File: src/rtl/jtag_bs_pkg.sv
package jtag_bs_pkg;
  localparam int IR_W = 4;

  typedef enum logic [3:0] {
    TS_RESET, TS_IDLE, TS_SEL_DR, TS_CAP_DR, TS_SH_DR, TS_EX1_DR, TS_PA_DR, TS_EX2_DR,
    TS_UPD_DR, TS_SEL_IR, TS_CAP_IR, TS_SH_IR, TS_EX1_IR, TS_PA_IR, TS_EX2_IR, TS_UPD_IR
  } tap_state_e;

  localparam logic [IR_W-1:0] OP_EXTEST  = 4'h0;
  localparam logic [IR_W-1:0] OP_SAMPLE  = 4'h1;
  localparam logic [IR_W-1:0] OP_HIGHZ   = 4'h2;
  localparam logic [IR_W-1:0] OP_IDCODE  = 4'h3;
  localparam logic [IR_W-1:0] OP_BYPASS  = 4'hF;
  localparam logic [IR_W-1:0] IR_CAPTURE = 4'b0001;

  function automatic tap_state_e tap_next(input tap_state_e s, input logic tms);
    case (s)
      TS_RESET:  return tms ? TS_RESET  : TS_IDLE;
      TS_IDLE:   return tms ? TS_SEL_DR : TS_IDLE;
      TS_SEL_DR: return tms ? TS_SEL_IR : TS_CAP_DR;
      TS_CAP_DR: return tms ? TS_EX1_DR : TS_SH_DR;
      TS_SH_DR:  return tms ? TS_EX1_DR : TS_SH_DR;
      TS_EX1_DR: return tms ? TS_UPD_DR : TS_PA_DR;
      TS_PA_DR:  return tms ? TS_EX2_DR : TS_PA_DR;
      TS_EX2_DR: return tms ? TS_UPD_DR : TS_SH_DR;
      TS_UPD_DR: return tms ? TS_SEL_DR : TS_IDLE;
      TS_SEL_IR: return tms ? TS_RESET  : TS_CAP_IR;
      TS_CAP_IR: return tms ? TS_EX1_IR : TS_SH_IR;
      TS_SH_IR:  return tms ? TS_EX1_IR : TS_SH_IR;
      TS_EX1_IR: return tms ? TS_UPD_IR : TS_PA_IR;
      TS_PA_IR:  return tms ? TS_EX2_IR : TS_PA_IR;
      TS_EX2_IR: return tms ? TS_UPD_IR : TS_SH_IR;
      default:   return tms ? TS_SEL_DR : TS_IDLE;
    endcase
  endfunction
endpackage

File: src/rtl/jtag_tap_fsm.sv
module jtag_tap_fsm
  import jtag_bs_pkg::*;
(
  input  logic       tck_i,
  input  logic       rst_ni,
  input  logic       en_i,
  input  logic       tms_i,
  output tap_state_e state_o
);
  tap_state_e state_q;

  always_ff @(posedge tck_i or negedge rst_ni) begin
    if (!rst_ni)    state_q <= TS_RESET;
    else if (!en_i) state_q <= TS_RESET;
    else            state_q <= tap_next(state_q, tms_i);
  end

  assign state_o = state_q;
endmodule

File: src/rtl/jtag_tap_ir.sv
module jtag_tap_ir
  import jtag_bs_pkg::*;
(
  input  logic            tck_i,
  input  logic            rst_ni,
  input  tap_state_e      state_i,
  input  logic            tdi_i,
  output logic [IR_W-1:0] ir_o,
  output logic            so_o
);
  logic [IR_W-1:0] sh_q, ir_q;

  always_ff @(posedge tck_i or negedge rst_ni) begin
    if (!rst_ni)                  sh_q <= '0;
    else if (state_i == TS_CAP_IR) sh_q <= IR_CAPTURE;
    else if (state_i == TS_SH_IR)  sh_q <= {tdi_i, sh_q[IR_W-1:1]};
  end

  // instruction register updates on the falling edge
  always_ff @(negedge tck_i or negedge rst_ni) begin
    if (!rst_ni)                   ir_q <= OP_IDCODE;
    else if (state_i == TS_RESET)  ir_q <= OP_IDCODE;
    else if (state_i == TS_UPD_IR) ir_q <= sh_q;
  end

  assign ir_o = ir_q;
  assign so_o = sh_q[0];
endmodule

File: src/rtl/jtag_bsc_cells.sv
module jtag_bsc_in (
  input  logic tck_i,
  input  logic rst_ni,
  input  logic capture_i,
  input  logic shift_i,
  input  logic pad_i,
  input  logic si_i,
  output logic so_o
);
  logic q;
  always_ff @(posedge tck_i or negedge rst_ni) begin
    if (!rst_ni)        q <= 1'b0;
    else if (capture_i) q <= pad_i;
    else if (shift_i)   q <= si_i;
  end
  assign so_o = q;
endmodule

module jtag_bsc_io (
  input  logic tck_i,
  input  logic rst_ni,
  input  logic capture_i,
  input  logic shift_i,
  input  logic update_i,
  input  logic extest_i,
  input  logic highz_i,
  input  logic si_i,
  input  logic pad_i,
  input  logic core_out_i,
  input  logic core_oe_i,
  output logic so_o,
  output logic pad_out_o,
  output logic pad_oe_o,
  output logic upd_out_o,
  output logic upd_oe_o
);
  logic pad_q, out_q, oe_q, upd_out_q, upd_oe_q;

  // chain order inside the cell: si -> oe -> out -> pad -> so
  always_ff @(posedge tck_i or negedge rst_ni) begin
    if (!rst_ni) begin
      pad_q <= 1'b0; out_q <= 1'b0; oe_q <= 1'b0;
    end else if (capture_i) begin
      pad_q <= pad_i; out_q <= core_out_i; oe_q <= core_oe_i;
    end else if (shift_i) begin
      oe_q <= si_i; out_q <= oe_q; pad_q <= out_q;
    end
  end

  always_ff @(negedge tck_i or negedge rst_ni) begin
    if (!rst_ni) begin
      upd_out_q <= 1'b0; upd_oe_q <= 1'b0;
    end else if (update_i) begin
      upd_out_q <= out_q; upd_oe_q <= oe_q;
    end
  end

  assign so_o      = pad_q;
  assign pad_out_o = extest_i ? upd_out_q : core_out_i;
  assign pad_oe_o  = highz_i ? 1'b0 : (extest_i ? upd_oe_q : core_oe_i);
  assign upd_out_o = upd_out_q;
  assign upd_oe_o  = upd_oe_q;
endmodule

File: src/rtl/jtag_bsr.sv
module jtag_bsr #(
  parameter int N_IN = 4,
  parameter int N_IO = 4
) (
  input  logic            tck_i,
  input  logic            rst_ni,
  input  logic            capture_i,
  input  logic            shift_i,
  input  logic            update_i,
  input  logic            extest_i,
  input  logic            highz_i,
  input  logic            tdi_i,
  input  logic [N_IN-1:0] in_pad_i,
  input  logic [N_IO-1:0] io_pad_i,
  input  logic [N_IO-1:0] io_core_out_i,
  input  logic [N_IO-1:0] io_core_oe_i,
  output logic [N_IO-1:0] io_pad_out_o,
  output logic [N_IO-1:0] io_pad_oe_o,
  output logic [N_IO-1:0] upd_out_o,
  output logic [N_IO-1:0] upd_oe_o,
  output logic            so_o
);
  localparam int N_CELL = N_IN + N_IO;

  logic [N_CELL:0] link;
  assign link[N_CELL] = tdi_i;
  assign so_o         = link[0];

  for (genvar i = 0; i < N_IN; i++) begin : g_in
    jtag_bsc_in u_cell (
      .tck_i(tck_i), .rst_ni(rst_ni), .capture_i(capture_i), .shift_i(shift_i),
      .pad_i(in_pad_i[i]), .si_i(link[i+1]), .so_o(link[i])
    );
  end

  for (genvar k = 0; k < N_IO; k++) begin : g_io
    jtag_bsc_io u_cell (
      .tck_i(tck_i), .rst_ni(rst_ni), .capture_i(capture_i), .shift_i(shift_i),
      .update_i(update_i), .extest_i(extest_i), .highz_i(highz_i),
      .si_i(link[N_IN+k+1]), .pad_i(io_pad_i[k]), .core_out_i(io_core_out_i[k]),
      .core_oe_i(io_core_oe_i[k]), .so_o(link[N_IN+k]),
      .pad_out_o(io_pad_out_o[k]), .pad_oe_o(io_pad_oe_o[k]),
      .upd_out_o(upd_out_o[k]), .upd_oe_o(upd_oe_o[k])
    );
  end
endmodule

File: src/rtl/jtag_tap_bscan.sv
module jtag_tap_bscan
  import jtag_bs_pkg::*;
#(
  parameter int          N_IN     = 4,
  parameter int          N_IO     = 4,
  parameter logic [31:0] ID_VALUE = 32'h0B5C_E03F
) (
  input  logic            tck_i,
  input  logic            rst_ni,
  input  logic            jtag_en_i,
  input  logic            tms_i,
  input  logic            tdi_i,
  output logic            tdo_o,
  output logic            tdo_oe_o,
  input  logic [N_IN-1:0] in_pad_i,
  output logic [N_IN-1:0] in_core_o,
  input  logic [N_IO-1:0] io_pad_i,
  output logic [N_IO-1:0] io_core_in_o,
  input  logic [N_IO-1:0] io_core_out_i,
  input  logic [N_IO-1:0] io_core_oe_i,
  output logic [N_IO-1:0] io_pad_out_o,
  output logic [N_IO-1:0] io_pad_oe_o
);
  localparam logic [31:0] ID_CAPTURE = ID_VALUE | 32'd1;

  tap_state_e      state_q;
  logic [IR_W-1:0] ir_q;
  logic            ir_so, bsr_so, byp_q, dr_so;
  logic [31:0]     id_q;
  logic [N_IO-1:0] upd_out, upd_oe;
  logic            sel_bsr, sel_id, is_extest, is_highz;
  logic            cap_dr, sh_dr, sh_ir;
  logic            tdo_q, tdo_oe_q;

  jtag_tap_fsm u_fsm (
    .tck_i(tck_i), .rst_ni(rst_ni), .en_i(jtag_en_i), .tms_i(tms_i), .state_o(state_q)
  );

  jtag_tap_ir u_ir (
    .tck_i(tck_i), .rst_ni(rst_ni), .state_i(state_q), .tdi_i(tdi_i),
    .ir_o(ir_q), .so_o(ir_so)
  );

  assign is_extest = (ir_q == OP_EXTEST);
  assign is_highz  = (ir_q == OP_HIGHZ);
  assign sel_bsr   = is_extest || (ir_q == OP_SAMPLE);
  assign sel_id    = (ir_q == OP_IDCODE);
  assign cap_dr    = (state_q == TS_CAP_DR);
  assign sh_dr     = (state_q == TS_SH_DR);
  assign sh_ir     = (state_q == TS_SH_IR);

  always_ff @(posedge tck_i or negedge rst_ni) begin
    if (!rst_ni) begin
      byp_q <= 1'b0;
      id_q  <= '0;
    end else begin
      if (cap_dr)     byp_q <= 1'b0;
      else if (sh_dr) byp_q <= tdi_i;
      if (cap_dr)     id_q <= ID_CAPTURE;
      else if (sh_dr) id_q <= {tdi_i, id_q[31:1]};
    end
  end

  jtag_bsr #(.N_IN(N_IN), .N_IO(N_IO)) u_bsr (
    .tck_i(tck_i), .rst_ni(rst_ni),
    .capture_i(cap_dr && sel_bsr), .shift_i(sh_dr && sel_bsr),
    .update_i((state_q == TS_UPD_DR) && sel_bsr),
    .extest_i(is_extest), .highz_i(is_highz), .tdi_i(tdi_i),
    .in_pad_i(in_pad_i), .io_pad_i(io_pad_i),
    .io_core_out_i(io_core_out_i), .io_core_oe_i(io_core_oe_i),
    .io_pad_out_o(io_pad_out_o), .io_pad_oe_o(io_pad_oe_o),
    .upd_out_o(upd_out), .upd_oe_o(upd_oe), .so_o(bsr_so)
  );

  assign dr_so = sel_bsr ? bsr_so : (sel_id ? id_q[0] : byp_q);

  always_ff @(negedge tck_i or negedge rst_ni) begin
    if (!rst_ni) begin
      tdo_q <= 1'b0; tdo_oe_q <= 1'b0;
    end else begin
      tdo_oe_q <= sh_ir || sh_dr;
      tdo_q    <= sh_ir ? ir_so : (sh_dr ? dr_so : 1'b0);
    end
  end

  assign tdo_o        = tdo_q;
  assign tdo_oe_o     = tdo_oe_q;
  assign in_core_o    = in_pad_i;
  assign io_core_in_o = io_pad_i;
endmodule

File: config.mk
export PLATFORM = sky130hd
export DESIGN_NAME = jtag_tap_bscan
export DESIGN_NICKNAME = d
export VERILOG_FILES = /design/src/rtl/jtag_bs_pkg.sv /design/src/rtl/jtag_tap_fsm.sv /design/src/rtl/jtag_tap_ir.sv /design/src/rtl/jtag_bsc_cells.sv /design/src/rtl/jtag_bsr.sv /design/src/rtl/jtag_tap_bscan.sv
export SDC_FILE = /design/constraint.sdc
export NUM_CORES = 1
export LEC_CHECK = 0
export CAP_MARGIN = 20
export CORE_MARGIN = 2
export CORE_UTILIZATION = 52
export CTS_BUF_LIST = sky130_fd_sc_hd__clkbuf_4 sky130_fd_sc_hd__clkbuf_8
export DETAILED_ROUTE_END_ITERATION = 10
export PLACE_DENSITY = 0.87
export RECOVER_POWER = 25
export SLEW_MARGIN = 25
export SYNTH_ARGS = -nofsm -noshare
export SYNTH_HDL_FRONTEND = slang
export SYNTH_HIERARCHICAL = 1
export SYNTH_SLANG_ARGS = --single-unit
export TNS_END_PERCENT = 50
File: constraint.sdc
create_clock -name tck_i -period 2.81 [get_ports tck_i]
set_input_delay 0.281 -clock tck_i [delete_from_list [all_inputs] [get_ports tck_i]]
set_output_delay 0.281 -clock tck_i [all_outputs]
set_load 0.005 [all_outputs]
# ---- Word-level counts from Yosys, hierarchy flattened
# Index checks and enable logic that the tools add are counted.
dict set report op_classes {
  muxes 70
  n_eq_ne 17
  reduce_logical 13
}
# op count
set ops {}
lappend ops {{$mux 32} 2}
lappend ops {{$mux 1} 53}
lappend ops {{$pmux 4 s11} 1}
lappend ops {{$mux 4} 9}
lappend ops {{$eq 4x4->1 const B} 8}
lappend ops {{$eq 4x2->1 const B} 4}
lappend ops {{$eq 4x3->1 const B} 4}
lappend ops {{$logic_not 4->1} 2}
lappend ops {{$reduce_bool 2->1} 4}
lappend ops {{$mux 2} 3}
lappend ops {{$mux 3} 2}
lappend ops {{$eq 4x1->1 const B} 1}
lappend ops {{$reduce_or 2->1} 2}
lappend ops {{$logic_and 1x1->1} 3}
lappend ops {{$logic_or 1x1->1} 2}
dict set report word_totals {
  elab_cells 131
  regBits 71
  out_inout_bits 18
  in_bits 21
}

# ---- Longest topological paths before layout
# Gate-level depths: netlist (run 1).
dict set report depth {
  depth_word 5
  mapped_depth 5
  mapped_depth_nobuf 5
}

# ---- By module
# Netlist (run 1), hierarchy kept.
# mod seq_area_each_um2 area_each_um2 cells_each n_inst
set by_module_without_submodules {}
lappend by_module_without_submodules {jtag_tap_bscan 850.8 1481.4 159 1}
lappend by_module_without_submodules {jtag_bsc_io 125.1 229.0 19 4}
lappend by_module_without_submodules {jtag_tap_ir 202.7 374.1 41 1}
lappend by_module_without_submodules {jtag_tap_fsm 100.1 335.3 37 1}
lappend by_module_without_submodules {jtag_bsc_in 25.0 43.8 4 4}

==> flow_summary.toml, run 1 <==
[sta]
hold_viol = 0
whs_ns = 0.4593
maxSlewHeadroom_pct = -2.375
tns_ns = -19.96
rsz0062_at_grt = "true"
worstMarginPinSlew_ns = 1.536
slew_viol_final = 30
worst_slack_ns = -0.7194
setup_violations = 50
skew_ns = 0.04920

[setup_path]
crit_fanout = 8
crit_family = "simple AND/OR/NAND/NOR gates"
r2r_cells = 10
reg2reg_slack_ns = -0.66
timing.rr.end = "u_bsr/g_io[0].u_cell/oe_q"
arrival_ns = 3.25
cp_cell_sequence = "or3_4, nor2_4, buf_12, buf_6, mux2_4, buf_6"
worstSetupPathType = "register to output port"
cp.required_ns = 2.53
cp_slowest_cell = "dfstp_2"
r2r-start = "u_ir/ir_o[1]"
cp_common_cell = "buf_6"
critPathCaptureType = "output port"
cpPeakStageDelay_ns = 0.36
crit_buf_inv = 3
worstSetupStartpointType = "register"
startpoint = "u_ir/ir_o[1]"

[run_status]
status = "finished with violations"
violations = "max-capacitance violations, max-slew violations, negative setup slack"

[synth]
yosysSeqAreaShare_pct = 53.45
synth-compound-area-share_pct = 11.82
synth_edf_count = 0
synth.largest_area_cell = "dfrtp_1"
synth-simple-area-share_pct = 19.14
syn-cell-area_mm2 = 0.003282
ys_types = 46
synth_common_cells = "80 x nand2_1, 56 x dfrtp_1, 20 x mux2i_1"
syn-num-nets = 350
syn_area_per_cell_um2 = 9.975
async_flop_share_pct = 100.0
yosysWarnings = 6
synth.most_common_cell = "nand2_1"
postSynthCellCount = 329
synth_xor_area_share_pct = 0.2669
synthTopCellsByArea = "dfrtp_1 43%, dfrtn_1 9.1%, nand2_1 9.1%, mux2i_1 6.1%, mux2_2 4.1%"
synth-adder-area-share_pct = 0
synth.ff_latch_count = 70
synthFlopType = "dfrtp_1"
synth_top_area_share_pct = 42.70
synth_top_family_by_area = "simple AND/OR/NAND/NOR gates"
synth.area.mux_share_pct = 10.22

[hold_path]
worstHoldStart = "u_bsr/g_io[1].u_cell/upd_out_o"
hold_depth = 1
min_to = "u_bsr/g_io[1].u_cell/upd_out_o"
holdCritPathClass = "register to register"

[route]
vias = 2751
antenna_left = 0
drc = 0
wirelength_um = 8120
drtIter0Drc = 199
drt-pass1-iter-count = 4
drt-wirelength-per-cell_um = 16.99
vias_per_cell = 5.755

[cts]
path_clk_slew_ns = 0.05
cts_inserted_buffers = 9
cts_sinks = 70
root_buffer = "clkbuf_8"
htree_num_levels = 3
insertion_delay_ns = 0.37
cts_tree = "yes"
clock_path_buffers = 2

[layout]
fill_cells = 405
final_core_util_pct = 71.64
synthToLayoutAreaGrowth_pct = 31.53
finalNonFillerCells = 478
final_layout_size_suffix_gt1_share_pct = 22.83
nNetsFinal = 419
design_area_mm2 = 0.004317
num_antenna_cells = 0

[placement]
placed_area_mm2 = 0.003886
gp_congestion = 0.8521
port_buffers = 38
dp_cells = 444
hpwl_um = 4761

[floorplan]
die_w_um = 83.45
start_util_pct = 54.46
fp-row-count = 28
core-area_mm2 = 0.006026
die_area_mm2 = 0.006963
io_pins = 39
dieHeight_um = 83.45

[power_and_ir_drop]
vdd_drop_max_uv = 515.8
powerDensity_mw_per_mm2 = 631.9
p_leak_nw = 1.850

[global_routing]
antenna_found_initial = 0
grt-ovfl-total = 0
grt_pass1_vias = 2792
grt_start_max_net_pins = 42
grt_first_pass_wirelength_um = 13160
grt_util_all_layers_pct = 23.53

[flow_run]
cap_violations = 1
==> sequential cells by signal, summed over array words and instances, names as in the netlist <==
signal / flops
u_bsr/g_io.u_cell/upd_out_o: 4
byp_q: 1
tdo_oe_o: 1
u_bsr/g_io.u_cell/so_o: 4
u_ir/ir_o: 4
tdo_o: 1
u_bsr/g_io.u_cell/oe_q: 4
u_ir/sh_q: 4
u_bsr/g_in.u_cell/so_o: 4
id_q: 31
u_fsm/state_o: 4
u_bsr/g_io.u_cell/upd_oe_o: 4
u_bsr/g_io.u_cell/out_q: 4
==> layout make-up <==
type                            instances  area, um2  area share [%]
Tap cell                               75      93.84           2.174
Timing Repair Buffer                   79      762.0           17.65
Clock inverter                          8      117.6           2.725
Inverter                                4      15.01          0.3478
Multi-Input combinational cell        232       1443           33.42
Clock buffer                           10      131.4           3.043
Sequential cell                        70       1754           40.64
==> placed cells by master, fill, tap and decap left out, types with 9 or more instances in the layout <==
cell / n
nand2_1: 80
dfrtp_1: 56
buf_4: 21
clkdlybuf4s50_1: 20
nand3_1: 19
mux2i_1: 17
buf_6: 16
a21oi_1: 15
o21ai_1: 15
nor2_1: 13
dfrtn_1: 12
clkbuf_8: 9
==> how the worst max path moves through the flow <==
| stage | end | slack (ns) | cells after the start |
|---|---|---|---|
| after floorplan | io_pad_out_o[0] | -0.29 | 3 |
| after global placement | io_pad_out_o[0] | -0.60 | 5 |
| after detailed placement | io_pad_out_o[3] | -0.64 | 5 |
| after CTS | io_pad_out_o[3] | -0.75 | 6 |
| after global routing | io_pad_oe_o[1] | -0.78 | 7 |
| final | io_pad_out_o[3] | -0.72 | 6 |
==> report_power, final <==
group / total [mW] / internal, mW / leakage, nW / switching (mW)
sequential: 1.33 / 1.20 / 0.841 / 0.130
combinational: 0.425 / 0.204 / 0.882 / 0.221
clock: 0.970 / 0.601 / 0.127 / 0.368
==> routing by layer <==
metal,GRT usage (%),vias up,share of wire [%]
met5,0,-,0
met1,29.22,1346,41
li1,-,1281,-
met2,39.52,97,52
met3,3.678,27,4.5
met4,12.76,0,3.0
==> metrics by stage <==
step | power (mW) | worst slack, ns
finish | 2.727 | -0.7194
global route | 2.863 | -0.7802
CTS | 2.724 | -0.7512
detailed placement | 1.759 | -0.6377
global placement | 1.725 | -0.6005
floorplan | 1.601 | -0.2877
==> kinds of logic after synthesis <==
kind of cell | after synthesis
AOI/OAI and AO/OA | 62
xor gates and xnor gates | 1
buffers and inverters | 27
DFF | 70
muxes | 32
and+or+nand+nor | 137
==> worst register-to-register path, cell delays in order (launching register included) <==
cell	delay (ns)
dfstp_2	0.36
or3_4	0.34
buf_4	0.15
buf_6	0.11
buf_6	0.10
buf_6	0.10
buf_6	0.12
nor2_4	0.13
buf_8	0.17
mux2i_1	0.26
o21ai_2	0.08
==> what timing repair did <==
item	4_1_cts	5_1_grt
cloned	1	1
setup buffers	15	2
gates resized for setup	50	12
hold buffers	1	0
hold endpoints to repair	13	0
pin swaps	8	11
setup endpoints to repair	35	35
Note: power is estimated with default switching activity, not from simulation.
==> inputs of run 2 (changes only) <==
--- a/config.mk
+++ b/config.mk
@@ -9,10 +9,11 @@
 export CORE_MARGIN = 2
 export CORE_UTILIZATION = 52
 export CTS_BUF_LIST = sky130_fd_sc_hd__clkbuf_4 sky130_fd_sc_hd__clkbuf_8
+export CTS_CLUSTER_DIAMETER = 120
 export DETAILED_ROUTE_END_ITERATION = 10
 export PLACE_DENSITY = 0.87
 export RECOVER_POWER = 25
-export SLEW_MARGIN = 25
+export SLEW_MARGIN = 20
 export SYNTH_ARGS = -nofsm -noshare
 export SYNTH_HDL_FRONTEND = slang
 export SYNTH_HIERARCHICAL = 1
==> results of run 2 <==
Same layout as run 1: the final DEF is identical, and so are final timing and power.
